### src/rtl/mdp_pkg.sv
// Shared definitions for the multi-converter DMA packer.
package mdp_pkg;
    localparam int NCONV = 3;

    typedef enum logic [1:0] {
        PK_OFF    = 2'd0,
        PK_SINGLE = 2'd1,
        PK_HALF   = 2'd2,
        PK_BYTE   = 2'd3
    } pk_mode_t;
endpackage

### src/rtl/mdp_hold.sv
// One converter's result store. Accepts a result when empty or when it is
// being consumed in the same cycle; flags a result that finds it occupied.
// Assumes take is only asserted while full.
module mdp_hold #(
    parameter int RES_W = 12
) (
    input  logic             clk,
    input  logic             rst_n,
    input  logic             en,
    input  logic             flush,
    input  logic             vld,
    input  logic [RES_W-1:0] din,
    input  logic             take,
    output logic             full,
    output logic [RES_W-1:0] dout,
    output logic             ovr_hit
);
    // A strobe that finds the store occupied and not draining is an overrun.
    assign ovr_hit = vld && en && !flush && full && !take;

    // Store state: flush, consume, then capture.
    always_ff @(posedge clk) begin
        if (!rst_n) begin
            full <= 1'b0;
            dout <= '0;
        end else if (flush) begin
            full <= 1'b0;
        end else begin
            if (take) full <= 1'b0;
            if (vld && en && (!full || take)) begin
                full <= 1'b1;
                dout <= din;
            end
        end
    end
endmodule

### src/rtl/mdp_seq.sv
// Packing sequencer: tracks the position in the converter order and says
// which stores feed the next word (hi/lo) and which must be full.
// Assumes restart is raised whenever mode or triple changes.
module mdp_seq
    import mdp_pkg::*;
#(
    parameter int IDX_W = $clog2(NCONV)
) (
    input  logic             clk,
    input  logic             rst_n,
    input  pk_mode_t         mode,
    input  logic             triple,
    input  logic             restart,
    input  logic             fire,
    output logic [NCONV-1:0] need,
    output logic [IDX_W-1:0] hi_idx,
    output logic [IDX_W-1:0] lo_idx,
    output logic             paired
);
    logic [IDX_W-1:0] step;
    logic [IDX_W-1:0] last;

    // Select sources for the current position.
    always_comb begin
        paired = (mode == PK_HALF) || (mode == PK_BYTE);
        if (triple)      last = IDX_W'(2);
        else if (paired) last = IDX_W'(0);
        else             last = IDX_W'(1);
        if (paired && triple) begin
            case (step)
                IDX_W'(0): begin hi_idx = IDX_W'(1); lo_idx = IDX_W'(0); end
                IDX_W'(1): begin hi_idx = IDX_W'(0); lo_idx = IDX_W'(2); end
                default:   begin hi_idx = IDX_W'(2); lo_idx = IDX_W'(1); end
            endcase
        end else if (paired) begin
            hi_idx = IDX_W'(1);
            lo_idx = IDX_W'(0);
        end else begin
            hi_idx = step;
            lo_idx = step;
        end
    end

    // Mask of stores that must hold a result before the word can go.
    generate
        for (genvar i = 0; i < NCONV; i++) begin : g_need
            assign need[i] = (lo_idx == IDX_W'(i)) || (paired && (hi_idx == IDX_W'(i)));
        end
    endgenerate

    // Position register: restart to the first entry, advance per word.
    always_ff @(posedge clk) begin
        if (!rst_n || restart) step <= '0;
        else if (fire)         step <= (step == last) ? '0 : step + IDX_W'(1);
    end
endmodule

### src/rtl/mdp_emit.sv
// Output stage: formats the word for the current mode and holds request and
// data until acknowledged. Assumes load is only raised while req is low,
// and 8 <= RES_W <= OUT_W/2.
module mdp_emit
    import mdp_pkg::*;
#(
    parameter int RES_W = 12,
    parameter int OUT_W = 32
) (
    input  logic             clk,
    input  logic             rst_n,
    input  logic             load,
    input  pk_mode_t         mode,
    input  logic             paired,
    input  logic [RES_W-1:0] hi_val,
    input  logic [RES_W-1:0] lo_val,
    input  logic             ack,
    output logic             req,
    output logic [OUT_W-1:0] data
);
    localparam int HALF = OUT_W / 2;
    localparam int BYTE = 8;

    logic [OUT_W-1:0] word;

    // Lay out the results for the selected mode.
    always_comb begin
        word = '0;
        if (mode == PK_BYTE) begin
            word[BYTE-1:0]      = lo_val[BYTE-1:0];
            word[2*BYTE-1:BYTE] = hi_val[BYTE-1:0];
        end else begin
            word[RES_W-1:0] = lo_val;
            if (paired) word[HALF+RES_W-1:HALF] = hi_val;
        end
    end

    // Request handshake: load raises, acknowledge drops.
    always_ff @(posedge clk) begin
        if (!rst_n) begin
            req  <= 1'b0;
            data <= '0;
        end else if (load) begin
            req  <= 1'b1;
            data <= word;
        end else if (ack && req) begin
            req <= 1'b0;
        end
    end
endmodule

### src/rtl/mdma_packer.sv
// Multi-converter DMA result packer top. Stores per-converter results,
// packs them per the mode, raises a held DMA request per word, applies the
// stop-after-last-transfer rule and flags overruns.
// Assumes res_vld strobes are single-cycle and mode/triple are quasi-static.
module mdma_packer
    import mdp_pkg::*;
#(
    parameter int RES_W = 12,
    parameter int OUT_W = 32
) (
    input  logic                   clk,
    input  logic                   rst_n,
    input  logic [NCONV-1:0]       res_vld,
    input  logic [NCONV*RES_W-1:0] res_data,
    input  logic [1:0]             mode,
    input  logic                   keep_going,
    input  logic                   triple,
    input  logic                   last_xfer,
    input  logic                   req_ack,
    input  logic                   ovr_clr,
    output logic                   dma_req,
    output logic [OUT_W-1:0]       dma_data,
    output logic                   ovr
);
    localparam int IDX_W = $clog2(NCONV);

    pk_mode_t         mode_e;
    pk_mode_t         mode_q;
    logic             triple_q;
    logic             armed;
    logic             active;
    logic             restart;
    logic             flush;
    logic             fire;
    logic             paired;
    logic [NCONV-1:0] need;
    logic [NCONV-1:0] full;
    logic [NCONV-1:0] take;
    logic [NCONV-1:0] ovr_hit;
    logic [IDX_W-1:0] hi_idx;
    logic [IDX_W-1:0] lo_idx;
    logic [RES_W-1:0] vals [NCONV];
    logic [RES_W-1:0] hi_val;
    logic [RES_W-1:0] lo_val;

    assign mode_e  = pk_mode_t'(mode);
    assign restart = (mode_e != mode_q) || (triple != triple_q);
    assign active  = (mode_e != PK_OFF) && armed;
    assign flush   = restart || !active;
    assign fire    = active && !restart && !dma_req && ((full & need) == need);
    assign take    = fire ? need : '0;

    // One store per converter; converter 3 only takes part in triple mode.
    generate
        for (genvar i = 0; i < NCONV; i++) begin : g_lane
            mdp_hold #(.RES_W(RES_W)) u_hold (
                .clk     (clk),
                .rst_n   (rst_n),
                .en      (active && ((i < 2) || triple)),
                .flush   (flush),
                .vld     (res_vld[i]),
                .din     (res_data[i*RES_W +: RES_W]),
                .take    (take[i]),
                .full    (full[i]),
                .dout    (vals[i]),
                .ovr_hit (ovr_hit[i])
            );
        end
    endgenerate

    // Route the selected stores to the formatter.
    always_comb begin
        hi_val = '0;
        lo_val = '0;
        for (int i = 0; i < NCONV; i++) begin
            if (hi_idx == IDX_W'(i)) hi_val = vals[i];
            if (lo_idx == IDX_W'(i)) lo_val = vals[i];
        end
    end

    mdp_seq #(.IDX_W(IDX_W)) u_seq (
        .clk     (clk),
        .rst_n   (rst_n),
        .mode    (mode_e),
        .triple  (triple),
        .restart (restart),
        .fire    (fire),
        .need    (need),
        .hi_idx  (hi_idx),
        .lo_idx  (lo_idx),
        .paired  (paired)
    );

    mdp_emit #(.RES_W(RES_W), .OUT_W(OUT_W)) u_emit (
        .clk    (clk),
        .rst_n  (rst_n),
        .load   (fire),
        .mode   (mode_e),
        .paired (paired),
        .hi_val (hi_val),
        .lo_val (lo_val),
        .ack    (req_ack),
        .req    (dma_req),
        .data   (dma_data)
    );

    // Remember configuration to detect changes.
    always_ff @(posedge clk) begin
        if (!rst_n) begin
            mode_q   <= PK_OFF;
            triple_q <= 1'b0;
        end else begin
            mode_q   <= mode_e;
            triple_q <= triple;
        end
    end

    // Re-arm rule: mode 00 re-arms, last transfer without keep-going disarms.
    always_ff @(posedge clk) begin
        if (!rst_n)                         armed <= 1'b1;
        else if (mode_e == PK_OFF)          armed <= 1'b1;
        else if (last_xfer && !keep_going)  armed <= 1'b0;
    end

    // Sticky overrun flag; a new overrun beats the clear.
    always_ff @(posedge clk) begin
        if (!rst_n)        ovr <= 1'b0;
        else if (|ovr_hit) ovr <= 1'b1;
        else if (ovr_clr)  ovr <= 1'b0;
    end
endmodule

### config.mk
export PLATFORM = sky130hd
export DESIGN_NAME = mdma_packer
export DESIGN_NICKNAME = d
export VERILOG_FILES = /design/src/rtl/mdp_pkg.sv /design/src/rtl/mdp_hold.sv /design/src/rtl/mdp_seq.sv /design/src/rtl/mdp_emit.sv /design/src/rtl/mdma_packer.sv
export SDC_FILE = /design/constraint.sdc
export NUM_CORES = 1
export LEC_CHECK = 0
export BUFFER_PORTS_ARGS = -buffer_cell sky130_fd_sc_hd__buf_2
export CAP_MARGIN = 20
export CORE_MARGIN = 5
export CORE_UTILIZATION = 25
export CTS_BUF_LIST = sky130_fd_sc_hd__clkbuf_2 sky130_fd_sc_hd__clkbuf_4 sky130_fd_sc_hd__clkbuf_8
export DETAILED_ROUTE_END_ITERATION = 6
export GPL_TIMING_DRIVEN = 0
export SLEW_MARGIN = 20
export SYNTH_ARGS = -nofsm -noshare
export SYNTH_HDL_FRONTEND = slang
export SYNTH_SLANG_ARGS = --single-unit
### constraint.sdc
create_clock -name clk -period 2.64 [get_ports clk]
set_input_delay 0.396 -clock clk [delete_from_list [all_inputs] [get_ports clk]]
set_output_delay 0.396 -clock clk [all_outputs]
set_load 0.01 [all_outputs]
== Word-level counts from Yosys, hierarchy flattened ==
Index checks and enable logic that the tools add are counted.
Word-level totals
  bits in registers: 75
  bits in latches: 0
  memory bits (writable): 0
  memory bits (read-only): 0
  output and inout port bits: 34
  word-level logic and storage cells: 122
  memories kept: 0
Operators by class
  $add $sub $neg: 1
  multipliers: 0
  divide/modulo/power cells: 0
  order comparisons: 0
  equality and inequality tests: 11
  shift operators: 0
  multiplexer cells: 30
  bitwise operators: 3
  reduce and logical (&&, ||, !) cells: 64
Operators by type and width (count)
  $mux W12: 9
  $logic_and A1 B1 Y1: 26
  $logic_not A1 Y1: 12
  $mux W2: 6
  $reduce_bool A2 Y1: 6
  $mux W1: 11
  $logic_or A1 B1 Y1: 10
  $eq A2 B2 Y1 const B: 4
  $logic_not A2 Y1: 4
  $pmux W2 S2: 2
  $eq A2 B1 Y1 const B: 3
  $reduce_and A2 Y1: 3
  $mux W4: 1
  $reduce_or A2 Y1: 2
  $and A3 B3 Y3: 1
  $eq A3 B3 Y1: 1
  $mux W3: 1
  $reduce_or A3 Y1: 1
  $add A2 B1 Y2 const B: 1
  $eq A2 B2 Y1: 1
  $ne A2 B2 Y1: 1
  $not A1 Y1: 2
  $ne A1 B1 Y1: 1

== Longest topological paths before layout ==
  word-level depth: 15
  gate-level depth with buffers: 11
  mapped depth without buffers: 8

== Cells and area by module ==
Synthesis repeated with hierarchy kept, for this count alone.
Unflattened totals
  cells, all modules: 442
  area total of the unflattened synthesis: 3935.0 um^2
Modules (own cells, without submodules)
  mdp_hold: times used 3, cells an instance 59, area each 551.8 um^2, seq. area each 260.2 um^2
  mdp_emit: times used 1, cells an instance 118, area each 1239.9 um^2, seq. area each 580.6 um^2
  mdma_packer: times used 1, cells an instance 109, area each 765.7 um^2, seq. area each 100.1 um^2
  mdp_seq: times used 1, cells an instance 38, area each 274.0 um^2, seq. area each 40.0 um^2

== Least setup slack after synthesis ==
OpenSTA, ideal clock, no wires.
  kind: register to register
  start: register u_seq.step[1]
  end: register g_lane[1].u_hold.dout[10]
  library setup time: 0.072 ns
  data arrival time: 2.212 ns
  required time: 2.568 ns
  setup slack: 0.356 ns
  cell stages (with the launch flop): 11
  path buffers: 2
  period minus slack after synthesis: 2.284 ns
  cell sequence: dfxtp_1 clkbuf_2 inv_1 ha_1 nor2b_1 o31ai_1 nor2_1 o41a_1 nor2_4 buf_6 mux2i_1
Between the ends
  longest elaborated chain between the ends: 13
  elaborated cells between the ends (all ways): 27
  classes of those cells: eq/ne (6); mux (7); bitwise (1); reduce/logical (13)
Ends and longest elaborated chain
  start, declared: line mdp_seq.sv:20  | logic [IDX_W-1:0] step;
  start signal, assigned: line mdp_seq.sv:54  | else if (fire) step <= (step == last) ? '0 : step + IDX_W'(1);
  $eq A2 B1 Y1 or $logic_not A2 Y1 (tied branches): line mdp_seq.sv:30  | case (step)
  $pmux W2 S2: line mdp_seq.sv:30
  $mux W2: line mdp_seq.sv:29  | if (paired && triple) begin
  $eq A2 B1 Y1, or another cell as far along: line mdp_seq.sv:47  | assign need[i] = (lo_idx == IDX_W'(i)) || (paired && (hi_idx == IDX_W'(i)));
  $logic_and A1 B1 Y1: line mdp_seq.sv:47
  $logic_or A1 B1 Y1: line mdp_seq.sv:47
  $and A3 B3 Y3: line mdma_packer.sv:50  | assign fire = active && !restart && !dma_req && ((full & need) == need);
  $eq A3 B3 Y1: line mdma_packer.sv:50
  $logic_and A1 B1 Y1: line mdma_packer.sv:50
  $mux W3 *: line mdma_packer.sv:51  | assign take = fire ? need : '0;
  $logic_or A1 B1 Y1 *: line mdp_hold.sv:30  | if (vld && en && (!full || take)) begin
  $logic_and A1 B1 Y1 *: line mdp_hold.sv:30
  $reduce_and A2 Y1 (no source line) *
  end signal, assigned: line mdp_hold.sv:32  | dout <= din;
  end, declared: line mdp_hold.sv:15  | output logic [RES_W-1:0] dout,
Mark *: on every way between the ends. The rest lies on a longest branch, timed or not.
A chain may end at the register's enable or synchronous reset.

== Final worst setup path ==
  start: register u_seq.step[0]
  end: register g_lane[1].u_hold.dout[4]
Same word-level chain as after synthesis.

==> flow_summary.yaml <==
status:
  status: "finished, final reports clean"
clocking:
  numCtsBuffers: 9
  clock_sinks: 75
  cts_buffer_depth: 2
  h-tree-depth: 3
  cts_root_buf: "clkbuf_8"
  insertion_delay_ns: 0.35
  clkTransAtPathRegs_ns: 0.08
  holdBufCountCts: 0
  cts_tree: "built"
global_routing:
  overflow: 0
  grt_pass1_vias: 3296
  grtUsageTotal: 0.128
  grt_pass1_wl_um: 17700
  antenna_found_initial: 0
  grt_max_degree: 11
placement:
  placed_area_sq_um: 4290
  dpl.cell_count: 677
  finalWeightedCongestion: 0.862
  io_buffers: 74
  dpl.hpwl_um: 8850
layout:
  antennaDiodeCount: 0
  final_cells: 699
  nFillCells: 1547
  drive_gt1_frac: 0.274
  final_net_count: 563
  syn2layout_area_growth_pct: 25.6
  design_area_sq_um: 4620
synthesis:
  syn_avg_cell_area_sq_um: 8.85
  ys_ff_latch: 75
  synth-main-ff-cell: "dfxtp_1"
  ys_warn_count: 0
  synthDistinctLibCells: 55
  yosysSeqAreaShare: 0.408
  syn_inst: 416
  syn-cell-area_sq_um: 3680
  async_flop_share: 0
  synth_edf_count: 0
routing:
  avgRoutedWirePerCell_um: 16.5
  drc: 0
  totalWireLength_um: 11500
  first_iter_violations: 441
  ant_nets: 0
  drtPass1Iterations: 6
  num_vias: 3414
  viasPerCell: 4.88
critical_path:
  path_max_fanout: 7
  reg2reg_depth: 10
  critPathCaptureType: "flip-flop"
  worst_r2r_endpoint: "g_lane[1].u_hold.dout[4]"
  crit_end: "g_lane[1].u_hold.dout[4]"
  cp_slowest_cell: "o41a_1"
  crit_chain: "clkbuf_4 -> inv_2 -> ha_4 -> nor2b_1 -> o31ai_2 -> nor2_2 -> o41a_1 -> nor2_4 -> clkbuf_16 -> mux2i_1"
  arrival_ns: 2.83
  crit_start: "u_seq.step[0]"
  required_ns: 2.91
  r2r_slack_ns: 0.09
  rr_startpoint: "u_seq.step[0]"
  cp_slowest_stage_delay_ns: 0.49
  worst-setup-path-type: "flip-flop to flip-flop"
  cp-start-kind: "flip-flop"
sta:
  fin_skew_ns: 0.00959
  setup_viol: 0
  slew_headroom: 0.525
  min_period_over_period: 0.967
  finalHoldViolCount: 0
  fin_crit_ns: 2.55
  drv_slew: 0
  worstMarginPinSlew_ns: 0.705
  fmax_mhz: 392
power_and_ir_drop:
  switching_share: 0.240
  combPwrFrac: 0.096
  seqPwrFrac: 0.545
  ir_worst_vdd_mv: 0.338
  p_int_mw: 1.62
  power_frac_clock: 0.359
  p_sw_uw: 511
  p_per_area_nw_per_um2: 461
  p_total_mw: 2.13
  leakage_nw: 1.93
floorplanning:
  core_area_sq_um: 14500
  die_w_um: 131
  fp.dieH_um: 131
  design.die.area_sq_um: 17300
  num_rows: 44
  start_util: 0.254
  io_pins: 82
hold_path:
  min_path_cells: 3
  hold_class: "primary input to flip-flop"
job:
  max_cap_violations: 0
-- metrics by stage --
stage	util	setup slack, ns	setup TNS (ns)	hold slack (ns)
finish	0.319	0.0872	0	0.290
global route	0.319	-0.0116	-0.0226	0.287
CTS	0.309	-0.0263	-0.0674	0.273
detailed placement	0.297	-0.0669	-0.420	0.441
global placement	0.297	0.0515	0	0.440
floorplan	-	0.356	0	0.444
-- synthesized netlist by cell type (2+ instances only) --
cell type,number,area share
a21boi_0,4,0.0082
a21boi_1,18,0.037
a21oi_1,5,0.0068
a222oi_1,12,0.033
a22o_1,4,0.0095
a31oi_1,2,0.0034
and2_1,5,0.0085
and3_1,2,0.0034
buf_2,9,0.012
buf_4,7,0.014
buf_6,3,0.0092
clkbuf_1,18,0.018
dfxtp_1,75,0.41
ha_1,2,0.0068
inv_1,4,0.0041
mux2_2,4,0.012
mux2i_1,44,0.12
nand2_1,110,0.11
nand2b_1,3,0.0051
nand3_1,14,0.019
nand3b_1,2,0.0041
nand4_1,4,0.0068
nor2_1,7,0.0071
nor2b_1,3,0.0051
nor3_1,2,0.0027
o211a_1,8,0.022
o211ai_1,5,0.010
o21ai_1,3,0.0041
o2bb2ai_1,8,0.019
o31ai_1,2,0.0041
xor2_1,3,0.0071
-- layout make-up --
cell class / count / area [sq um] / share of cell area
Multi-Input combinational cell: 300 / 2020 / 0.437
Sequential cell: 75 / 1500 / 0.325
Timing Repair Buffer: 83 / 455 / 0.0985
Buffer: 40 / 238 / 0.0514
Tap cell: 184 / 230 / 0.0498
Clock buffer: 13 / 160 / 0.0346
Inverter: 4 / 15.0 / 0.00325
-- power groups by stage --
stage / combinational [mW] / sequential [mW] / clock (mW)
2_1_floorplan: 0.126 / 1.18 / 0
3_3_place_gp: 0.191 / 1.18 / 0
3_5_place_dp: 0.196 / 1.19 / 0
4_1_cts: 0.197 / 1.16 / 0.787
5_1_grt: 0.225 / 1.16 / 0.839
6_report: 0.205 / 1.16 / 0.766
-- how the worst min path moves through the flow --
stage,start,endpoint,slack (ns)
after floorplan,g_lane[2].u_hold.dout[0],g_lane[2].u_hold.dout[0],0.44
after global placement,u_emit.data[9],u_emit.data[9],0.44
after detailed placement,u_emit.data[27],u_emit.data[27],0.44
after CTS,res_vld[1],g_lane[1].u_hold.full,0.27
after global routing,res_data[15],g_lane[1].u_hold.dout[3],0.29
final,res_vld[1],g_lane[1].u_hold.full,0.29
-- worst max-delay path, delay by kind of cell (launching register included) --
family	cells	cell delay, ns
DFF	1	0.38
AOI/OAI and AO/OA	2	0.77
muxes	1	0.17
and+or+nand+nor	3	0.48
adders and majority gates	1	0.19
buffers and inverters	3	0.47
-- state kept, by name, summed over array words and instances, names as in the netlist --
signal	cells
u_seq.step	2
armed	1
g_lane.u_hold.full	3
g_lane.u_hold.dout	36
mode_q	2
ovr	1
u_emit.req	1
triple_q	1
u_emit.data	28
-- layer usage --
layer  up-vias  GRT usage  part of all wire
met5         -          0                 0
met4         0     0.0274             0.013
met3        15     0.0378             0.065
met2       127      0.205              0.46
met1      1628      0.172              0.46
li1       1644          -                 -
-- cell usage in the layout (no fill, tap or decap), types with 5 or more instances in the layout --
master     Yosys  routed
nand2_1      110     110
buf_2          9      84
dfxtp_1       75      74
mux2i_1       44      44
a21boi_1      18      18
clkbuf_1      18      15
buf_4          7      15
nand3_1       14      14
a222oi_1      12      12
clkbuf_8       0      10
o2bb2ai_1      8       8
o211a_1        8       8
nor2_1         7       6
and2_1         5       5
a21oi_1        5       5
o211ai_1       5       5
-- cells by family after synthesis --
kind of cell             after synthesis  synth area share
buffers and inverters                 44            0.0659
XOR/XNOR                               4           0.00952
adder cells (fa/ha/maj)                2           0.00679
multiplexers                          48             0.132
AO/OA/AOI/OAI                         81             0.182
AND/OR/NAND/NOR                      161             0.195
other                                  1           0.00102
flip-flops                            75             0.408
-- timing repair --
action / in CTS / in global routing
resized for setup: 4 / 19
gates cloned: 0 / 1
endpoints found under the setup margin: 31 / 63
setup buffers: 0 / 8
pin swaps: 0 / 5
endpoints found under the hold margin: 0 / 0
Note: power is estimated with default switching activity, not from simulation.
